`src/rtl/spec_cache_pkg.sv`:
```
package spec_cache_pkg;

  // Per-cycle strobes from the control to the line storage.
  typedef struct packed {
    logic fill;       // load the indexed line from fillData
    logic write;      // write store data into the indexed line
    logic setSl;      // mark indexed line speculatively read
    logic setSm;      // mark indexed line speculatively written
    logic markDirty;  // plain store: line becomes dirty
    logic cleanLine;  // old dirty word written back: clear dirty
    logic inval;      // coherence invalidation of the snooped line
    logic commit;     // flash: speculation bits clear, SM lines dirty
    logic squash;     // flash: SM lines dropped, bits clear
  } cacheStrobes_t;

endpackage

```
`src/rtl/spec_cache_dp.sv`:
```
module spec_cache_dp
  import spec_cache_pkg::*;
#(
  parameter int LINES  = 8,
  parameter int LINE_W = 32,
  parameter int ADDR_W = 10,
  localparam int IDX_W = $clog2(LINES),
  localparam int TAG_W = ADDR_W - IDX_W
) (
  input  logic              clk,
  input  logic              rstN,
  input  cacheStrobes_t     strb,
  input  logic [IDX_W-1:0]  reqIdx,
  input  logic [TAG_W-1:0]  reqTag,
  input  logic [LINE_W-1:0] wrData,
  input  logic [LINE_W-1:0] fillData,
  input  logic [IDX_W-1:0]  invIdx,
  input  logic [TAG_W-1:0]  invTag,
  output logic              lineValid,
  output logic              lineDirty,
  output logic              lineSl,
  output logic              lineSm,
  output logic [TAG_W-1:0]  lineTag,
  output logic [LINE_W-1:0] lineData,
  output logic              invMatch,
  output logic              invSl
);

  logic [LINES-1:0]  validQ, dirtyQ, slQ, smQ;
  logic [TAG_W-1:0]  tagQ  [LINES];
  logic [LINE_W-1:0] dataQ [LINES];

  // State bits: per-line updates first, flash operations last.
  always_ff @(posedge clk or negedge rstN) begin
    if (!rstN) begin
      validQ <= '0;
      dirtyQ <= '0;
      slQ    <= '0;
      smQ    <= '0;
    end else begin
      for (int i = 0; i < LINES; i++) begin
        if (IDX_W'(i) == reqIdx) begin
          if (strb.fill) begin
            validQ[i] <= 1'b1;
            dirtyQ[i] <= 1'b0;
            slQ[i]    <= 1'b0;
            smQ[i]    <= 1'b0;
          end
          if (strb.setSl)     slQ[i]    <= 1'b1;
          if (strb.setSm)     smQ[i]    <= 1'b1;
          if (strb.markDirty) dirtyQ[i] <= 1'b1;
          if (strb.cleanLine) dirtyQ[i] <= 1'b0;
        end
        if (strb.inval && IDX_W'(i) == invIdx) begin
          validQ[i] <= 1'b0;
          dirtyQ[i] <= 1'b0;
          slQ[i]    <= 1'b0;
          smQ[i]    <= 1'b0;
        end
      end
      if (strb.commit) begin
        dirtyQ <= dirtyQ | smQ;
        slQ    <= '0;
        smQ    <= '0;
      end
      if (strb.squash) begin
        validQ <= validQ & ~smQ;
        dirtyQ <= dirtyQ & ~smQ;
        slQ    <= '0;
        smQ    <= '0;
      end
    end
  end

  // Tag and data arrays need no reset; valid guards them.
  always_ff @(posedge clk) begin
    if (strb.fill) tagQ[reqIdx] <= reqTag;
    if (strb.fill || strb.write)
      dataQ[reqIdx] <= strb.write ? wrData : fillData;
  end

  assign lineValid = validQ[reqIdx];
  assign lineDirty = dirtyQ[reqIdx];
  assign lineSl    = slQ[reqIdx];
  assign lineSm    = smQ[reqIdx];
  assign lineTag   = tagQ[reqIdx];
  assign lineData  = dataQ[reqIdx];
  assign invMatch  = validQ[invIdx] && (tagQ[invIdx] == invTag);
  assign invSl     = slQ[invIdx];

  AST_SQUASH_FLASH: assert property (@(posedge clk) disable iff (!rstN)
    strb.squash |=> (slQ == '0 && smQ == '0 && (validQ & $past(smQ)) == '0));
  AST_COMMIT_FLASH: assert property (@(posedge clk) disable iff (!rstN)
    (strb.commit && !strb.inval && !strb.squash) |=>
      (slQ == '0 && smQ == '0 && (dirtyQ & $past(smQ)) == $past(smQ)));
  AST_SPEC_NEEDS_VALID: assert property (@(posedge clk) disable iff (!rstN)
    ((slQ | smQ) & ~validQ) == '0);

endmodule

```
`src/rtl/spec_cache_ctrl.sv`:
```
module spec_cache_ctrl
  import spec_cache_pkg::*;
#(
  parameter int LINES   = 8,
  parameter int LINE_W  = 32,
  parameter int ADDR_W  = 10,
  parameter int EPOCH_W = 8,
  localparam int IDX_W  = $clog2(LINES),
  localparam int TAG_W  = ADDR_W - IDX_W
) (
  input  logic               clk,
  input  logic               rstN,
  input  logic               reqValid,
  input  logic               reqWrite,
  input  logic [ADDR_W-1:0]  reqAddr,
  input  logic               specMode,
  input  logic [EPOCH_W-1:0] myEpoch,
  input  logic [LINE_W-1:0]  fillData,
  input  logic               invValid,
  input  logic [EPOCH_W-1:0] invEpoch,
  input  logic               commit,
  input  logic               squash,
  input  logic               lineValid,
  input  logic               lineDirty,
  input  logic               lineSl,
  input  logic               lineSm,
  input  logic [TAG_W-1:0]   lineTag,
  input  logic [LINE_W-1:0]  lineData,
  input  logic               invMatch,
  input  logic               invSl,
  output cacheStrobes_t      strb,
  output logic               overflow,
  output logic               wbValid,
  output logic [ADDR_W-1:0]  wbAddr,
  output logic [LINE_W-1:0]  wbData,
  output logic               respValid,
  output logic [LINE_W-1:0]  respData,
  output logic               bcastValid,
  output logic [ADDR_W-1:0]  bcastAddr,
  output logic [EPOCH_W-1:0] bcastEpoch,
  output logic               violation
);

  logic hit, pinned, accept, miss, specStore, olderHit;

  assign hit       = lineValid && (lineTag == reqAddr[ADDR_W-1:IDX_W]);
  assign pinned    = lineValid && (lineSl || lineSm);
  assign overflow  = reqValid && !hit && pinned;
  assign accept    = reqValid && !overflow;
  assign miss      = accept && !hit;
  assign specStore = accept && reqWrite && specMode;
  assign olderHit  = invValid && invMatch && invSl && (invEpoch < myEpoch);

  always_comb begin
    strb           = '0;
    strb.fill      = miss;
    strb.write     = accept && reqWrite;
    strb.setSl     = accept && !reqWrite && specMode;
    strb.setSm     = specStore;
    strb.markDirty = accept && reqWrite && !specMode;
    strb.cleanLine = specStore && hit && lineDirty && !lineSm;
    strb.inval     = invValid && invMatch;
    strb.commit    = commit;
    strb.squash    = squash;
  end

  // Write-back: dirty victim on a miss, or committed word under a first speculative store.
  assign wbValid = (miss && lineValid && lineDirty) || strb.cleanLine;
  assign wbAddr  = {lineTag, reqAddr[IDX_W-1:0]};
  assign wbData  = lineData;

  always_ff @(posedge clk or negedge rstN) begin
    if (!rstN) begin
      respValid  <= 1'b0;
      respData   <= '0;
      bcastValid <= 1'b0;
      bcastAddr  <= '0;
      bcastEpoch <= '0;
      violation  <= 1'b0;
    end else begin
      respValid  <= accept && !reqWrite;
      if (accept && !reqWrite) respData <= hit ? lineData : fillData;
      bcastValid <= specStore;
      if (specStore) begin
        bcastAddr  <= reqAddr;
        bcastEpoch <= myEpoch;
      end
      violation  <= squash ? 1'b0 : (violation || olderHit);
    end
  end

  AST_BCAST_SPEC_STORE: assert property (@(posedge clk) disable iff (!rstN)
    (reqValid && reqWrite && specMode && !overflow) |=>
      (bcastValid && bcastAddr == $past(reqAddr) && bcastEpoch == $past(myEpoch)));
  AST_NO_PLAIN_BCAST: assert property (@(posedge clk) disable iff (!rstN)
    !(reqValid && reqWrite && specMode) |=> !bcastValid);
  AST_VIOL_FROM_OLDER: assert property (@(posedge clk) disable iff (!rstN)
    $rose(violation) |-> $past(invValid && (invEpoch < myEpoch)));
  AST_VIOL_STICKY: assert property (@(posedge clk) disable iff (!rstN)
    (violation && !squash) |=> violation);
  AST_SQUASH_CLEARS: assert property (@(posedge clk) disable iff (!rstN)
    squash |=> !violation);
  AST_NO_OVERFLOW_RESP: assert property (@(posedge clk) disable iff (!rstN)
    overflow |=> (!respValid && !bcastValid));
  AST_NO_SPEC_WB: assert property (@(posedge clk) disable iff (!rstN)
    wbValid |-> !lineSm);

endmodule

```
`src/rtl/spec_cache.sv`:
```
module spec_cache
  import spec_cache_pkg::*;
#(
  parameter int LINES   = 8,
  parameter int LINE_W  = 32,
  parameter int ADDR_W  = 10,
  parameter int EPOCH_W = 8
) (
  input  logic               clk,
  input  logic               rstN,
  input  logic               reqValid,
  input  logic               reqWrite,
  input  logic [ADDR_W-1:0]  reqAddr,
  input  logic [LINE_W-1:0]  reqWdata,
  input  logic               specMode,
  input  logic [EPOCH_W-1:0] myEpoch,
  input  logic [LINE_W-1:0]  fillData,
  output logic               respValid,
  output logic [LINE_W-1:0]  respData,
  output logic               overflow,
  output logic               wbValid,
  output logic [ADDR_W-1:0]  wbAddr,
  output logic [LINE_W-1:0]  wbData,
  output logic               bcastValid,
  output logic [ADDR_W-1:0]  bcastAddr,
  output logic [EPOCH_W-1:0] bcastEpoch,
  input  logic               invValid,
  input  logic [ADDR_W-1:0]  invAddr,
  input  logic [EPOCH_W-1:0] invEpoch,
  input  logic               commit,
  input  logic               squash,
  output logic               violation
);

  localparam int IDX_W = $clog2(LINES);
  localparam int TAG_W = ADDR_W - IDX_W;

  cacheStrobes_t     strb;
  logic              lineValid, lineDirty, lineSl, lineSm, invMatch, invSl;
  logic [TAG_W-1:0]  lineTag;
  logic [LINE_W-1:0] lineData;

  spec_cache_ctrl #(
    .LINES(LINES), .LINE_W(LINE_W), .ADDR_W(ADDR_W), .EPOCH_W(EPOCH_W)
  ) u_ctrl (
    .clk(clk), .rstN(rstN),
    .reqValid(reqValid), .reqWrite(reqWrite), .reqAddr(reqAddr),
    .specMode(specMode), .myEpoch(myEpoch), .fillData(fillData),
    .invValid(invValid), .invEpoch(invEpoch),
    .commit(commit), .squash(squash),
    .lineValid(lineValid), .lineDirty(lineDirty), .lineSl(lineSl), .lineSm(lineSm),
    .lineTag(lineTag), .lineData(lineData), .invMatch(invMatch), .invSl(invSl),
    .strb(strb), .overflow(overflow),
    .wbValid(wbValid), .wbAddr(wbAddr), .wbData(wbData),
    .respValid(respValid), .respData(respData),
    .bcastValid(bcastValid), .bcastAddr(bcastAddr), .bcastEpoch(bcastEpoch),
    .violation(violation)
  );

  spec_cache_dp #(
    .LINES(LINES), .LINE_W(LINE_W), .ADDR_W(ADDR_W)
  ) u_dp (
    .clk(clk), .rstN(rstN), .strb(strb),
    .reqIdx(reqAddr[IDX_W-1:0]), .reqTag(reqAddr[ADDR_W-1:IDX_W]),
    .wrData(reqWdata), .fillData(fillData),
    .invIdx(invAddr[IDX_W-1:0]), .invTag(invAddr[ADDR_W-1:IDX_W]),
    .lineValid(lineValid), .lineDirty(lineDirty), .lineSl(lineSl), .lineSm(lineSm),
    .lineTag(lineTag), .lineData(lineData), .invMatch(invMatch), .invSl(invSl)
  );

endmodule

```
`config.mk`:
```
export PLATFORM = sky130hd
export DESIGN_NAME = spec_cache
export DESIGN_NICKNAME = d
export VERILOG_FILES = /design/src/rtl/spec_cache_pkg.sv /design/src/rtl/spec_cache_dp.sv /design/src/rtl/spec_cache_ctrl.sv /design/src/rtl/spec_cache.sv
export SDC_FILE = /design/constraint.sdc
export NUM_CORES = 1
export LEC_CHECK = 0
export BUFFER_PORTS_ARGS = -buffer_cell sky130_fd_sc_hd__buf_2
export CORE_MARGIN = 1
export CORE_UTILIZATION = 55
export DETAILED_ROUTE_END_ITERATION = 16
export PLACE_DENSITY = 0.87
export SYNTH_ARGS = -nofsm -noshare
export SYNTH_HDL_FRONTEND = slang
export SYNTH_SLANG_ARGS = --single-unit
```
`constraint.sdc`:
```
create_clock -name clk -period 16.18 [get_ports clk]
set_input_delay 4.045 -clock clk [delete_from_list [all_inputs] [get_ports clk]]
set_output_delay 4.045 -clock clk [all_outputs]
set_load 0.03 [all_outputs]
```
==> flow_metrics.tcl <==
set metrics [dict create \
    cts_root_buf "sky130_fd_sc_hd__clkbuf_16" \
    ant_diodes 0 \
    worst_hold_path.num_cells 2 \
    required_ps 12140 \
    length_in_cells_of_the_worst_reg_to_reg_path 10 \
    post_route_cells_drive_above_1_share_pct 32.2 \
    capturing_point_of_the_worst_reg2reg_path "u_dp.dataQ[6][2]" \
    cts.repair_timing.setup_buffer_count 0 \
    period_share_pct 76.9 \
    relative_slew_slack_pct 18.7 \
    fin_util_pct 65.1 \
    number_of_vias_per_cell 6.29 \
    mappedNetlistNets 1245 \
    setup_total_negative_slack_ps 0 \
    htree_levels 2 \
    synth.cell_area_um2 17400 \
    fin_worst_hold_slack_ps 474 \
    slew_violations 0 \
    period_minus_slack_ps 12450 \
    synth_seq_cells 397 \
    grt_pass1_wl_um 63500 \
    p_per_area_nw_per_um2 118 \
    detail_route.wl_per_cell_um 23.9 \
    floorplan.initialDensity_pct 56.4 \
    r2r_slack_ps 11680 \
    wirelength_um 41900 \
    finalSetupViolations 0 \
    fill_cell_count 2064 \
    leak_pwr_nw 7.93 \
    run_status "completed" \
    most_common_cell_after_layout_fill_and_taps_aside "sky130_fd_sc_hd__edfxtp_1" \
    flow.area_growth_from_synthesis_pct 15.4 \
    via_count_of_the_first_global_routing_pass 11100 \
    worstSkewPairLatency_ps 540 \
    cts_sinks 397 \
    start_kind "primary input" \
    syn_avg_cell_area_um2 15.4 \
    whs_endpoint "u_ctrl.bcastEpoch[6]" \
    pre_cts_ws_ps 3720 \
    synth_ff_type "sky130_fd_sc_hd__edfxtp_1" \
    multiInputGateArea_um2 5610 \
    hp-class "reg -> reg" \
    grt_antenna_before_repair 1 \
    final.setup_skew_ps 25.3 \
    synthArstFlopShare_pct 21.4 \
    maxClockFrequency_ghz 0.0803 \
    die_x_um 180 \
    global_route.overflow_total 0 \
    net_count_of_the_finished_layout 1439 \
    tightest_slew_ps 1220 \
    std_cell_rows 64 \
    gr-usage-all-layers_pct 26.0 \
    worst_setup_hold_path_clk_slew_ps 60 \
    critPathArrivalTime_ps 8400 \
    cts-buffers-inserted 40 \
    timing_hold_violations_final 0 \
    vias 11000 \
    vdd.ir_drop.worst_mv 0.0894 \
    timing_worst_setup_path_type "in -> out" \
    hold_path_startpoint "u_ctrl.bcastEpoch[6]" \
    max_cap_violations 0 \
    worst_slack_setup_final_ps 3730 \
    synth.lib_cells_used.distinct 59 \
    dieHeight_um 180 \
    detail_route.iter0.violations 1143 \
    synthesis.instances 1130 \
    worst_r2r_startpoint "u_dp.tagQ[6][0]" \
    unrepaired_setup_endpoints_after_global_routing "false" \
    floorplan.core_area_um2 30900 \
    port-buffer-count 204 \
    endpoint_kind "primary output" \
    clock_tree_from_tritoncts "yes" \
    drt_pass1_iterations 5 \
    synth_enable_flop_cells 312 \
    part_of_the_yosys_area_used_for_sequential_elements_pct 65.9 \
    finalPower_w 0.00237 \
    remaining_drc_errors 0 \
    routabilityCongestion 0.919 \
    route.antenna.remaining_nets 0 \
    final-seq-area_um2 11500 \
    design.die.area_um2 32400 \
    layout.cells.most_common_list "sky130_fd_sc_hd__edfxtp_1, sky130_fd_sc_hd__buf_2, sky130_fd_sc_hd__nand2_1, sky130_fd_sc_hd__dfrtp_1, sky130_fd_sc_hd__mux4_2" \
    grt_start_max_net_pins 75 \
    pin_count 205 \
    postCtsResizedCells 0 \
    critical_path.max_fanout 45 \
    synth_warnings 0 \
    cts_max_path_buffers 3 \
    holdBufCountCts 0 \
    hpwl_um 25300 \
]
critical path: stages:
cell and delay (ps):
sky130_fd_sc_hd__buf_4 610, sky130_fd_sc_hd__buf_4 790, sky130_fd_sc_hd__nand2b_1 290, sky130_fd_sc_hd__o22ai_1 100, sky130_fd_sc_hd__a211oi_1 360, sky130_fd_sc_hd__xnor2_1 190, sky130_fd_sc_hd__nand3_1 250, sky130_fd_sc_hd__or3_2 510
sky130_fd_sc_hd__buf_4 370, sky130_fd_sc_hd__o32a_1 430, sky130_fd_sc_hd__nor2_1 200, sky130_fd_sc_hd__buf_2 240
cells in the mapped netlist, drive strengths merged, types with 3 or more instances:
library cell,instances,area [µm²]
nor2,25,93.8
o32a,3,30.0
o41ai,3,45.1
a21oi,9,45.0
dfrtp,85,2130
ha,7,87.6
o22a,4,35.0
o22ai,6,37.5
and3b,4,35.0
xnor2,6,52.6
or3,8,50.1
o31ai,4,30.0
inv,27,101
clkbuf,39,146
buf,28,150
a211oi,4,30.0
a21o,6,45.0
nand2b,20,125
nor3,13,65.1
nand2,157,589
mux4,85,1930
nand3,18,90.1
xor2,3,26.3
a2bb2oi,5,43.8
edfxtp,312,9370
nor2b,5,31.3
mux2i,60,604
o32ai,4,35.0
o211ai,10,75.1
mux2,53,597
a21boi,3,22.5
or4,8,63.8
or2,7,43.8
a22oi,7,52.6
and3,7,43.8
o21ai,66,330
cell type report:
type,instances,share of cell area [%]
inverters,27,0.504
clock buffers,54,5.49
repair buffers,219,5.67
clock inverters,17,0.852
multi-input cells,639,27.9
flip-flops and latches,397,57.2
well taps,396,2.46
cells by family after synthesis:
kind of cell,count (synthesis),share of synthesized area [%]
AND/OR/NAND/NOR,278,7.30
AO/OA/AOI/OAI,147,5.60
flip-flops,397,65.9
buffers and inverters,94,2.28
XOR/XNOR,9,0.452
multiplexers,198,17.9
adder cells (fa/ha/maj),7,0.502
through the flow:
stage / instance area, µm² / cells
floorplan: 17400 / 1130
global placement: 18800 / 1678
detailed placement: 18800 / 1678
CTS: 20100 / 1749
global route: 20100 / 1749
finish: 20100 / 1749
sequential cells by signal, summed over array words and instances (netlist names):
register,cells
u_ctrl.bcastAddr,10
u_ctrl.bcastEpoch,8
u_dp.slQ,8
u_ctrl.violation,1
u_dp.validQ,8
u_dp.dirtyQ,8
u_ctrl.bcastValid,1
u_ctrl.respData,32
u_dp.smQ,8
u_dp.dataQ,256
u_dp.tagQ,56
u_ctrl.respValid,1
report_power, final:
group | total (W) | internal, W | switching, W
clock network | 0.000899 | 0.000527 | 0.000372
logic | 0.000287 | 0.0000987 | 0.000189
registers | 0.00119 | 0.00116 | 0.0000232
total | 0.00237 | 0.00179 | 0.000584
how the worst max path moves through the flow:
| stage | startpoint | endpoint | slack, ps | cells past startpoint |
|---|---|---|---|---|
| 4_1_cts | reqAddr[0] | wbValid | 3720 | 12 |
| 5_1_grt | reqAddr[0] | wbValid | 3390 | 12 |
| 6_report | reqAddr[0] | wbValid | 3730 | 12 |
| 3_5_place_dp | reqAddr[0] | wbValid | 3720 | 12 |
| 3_3_place_gp | reqAddr[0] | wbValid | 3910 | 12 |
| 2_1_floorplan | reqAddr[1] | wbValid | 4490 | 10 |
layer usage:
layer / GRT usage [%] / wire length, µm
met1: 34.5 / 15800
met2: 43.3 / 20800
met3: 4.35 / 3880
met4: 10.0 / 1400
met5: 0 / 13
(Power assumes the default switching activity.)
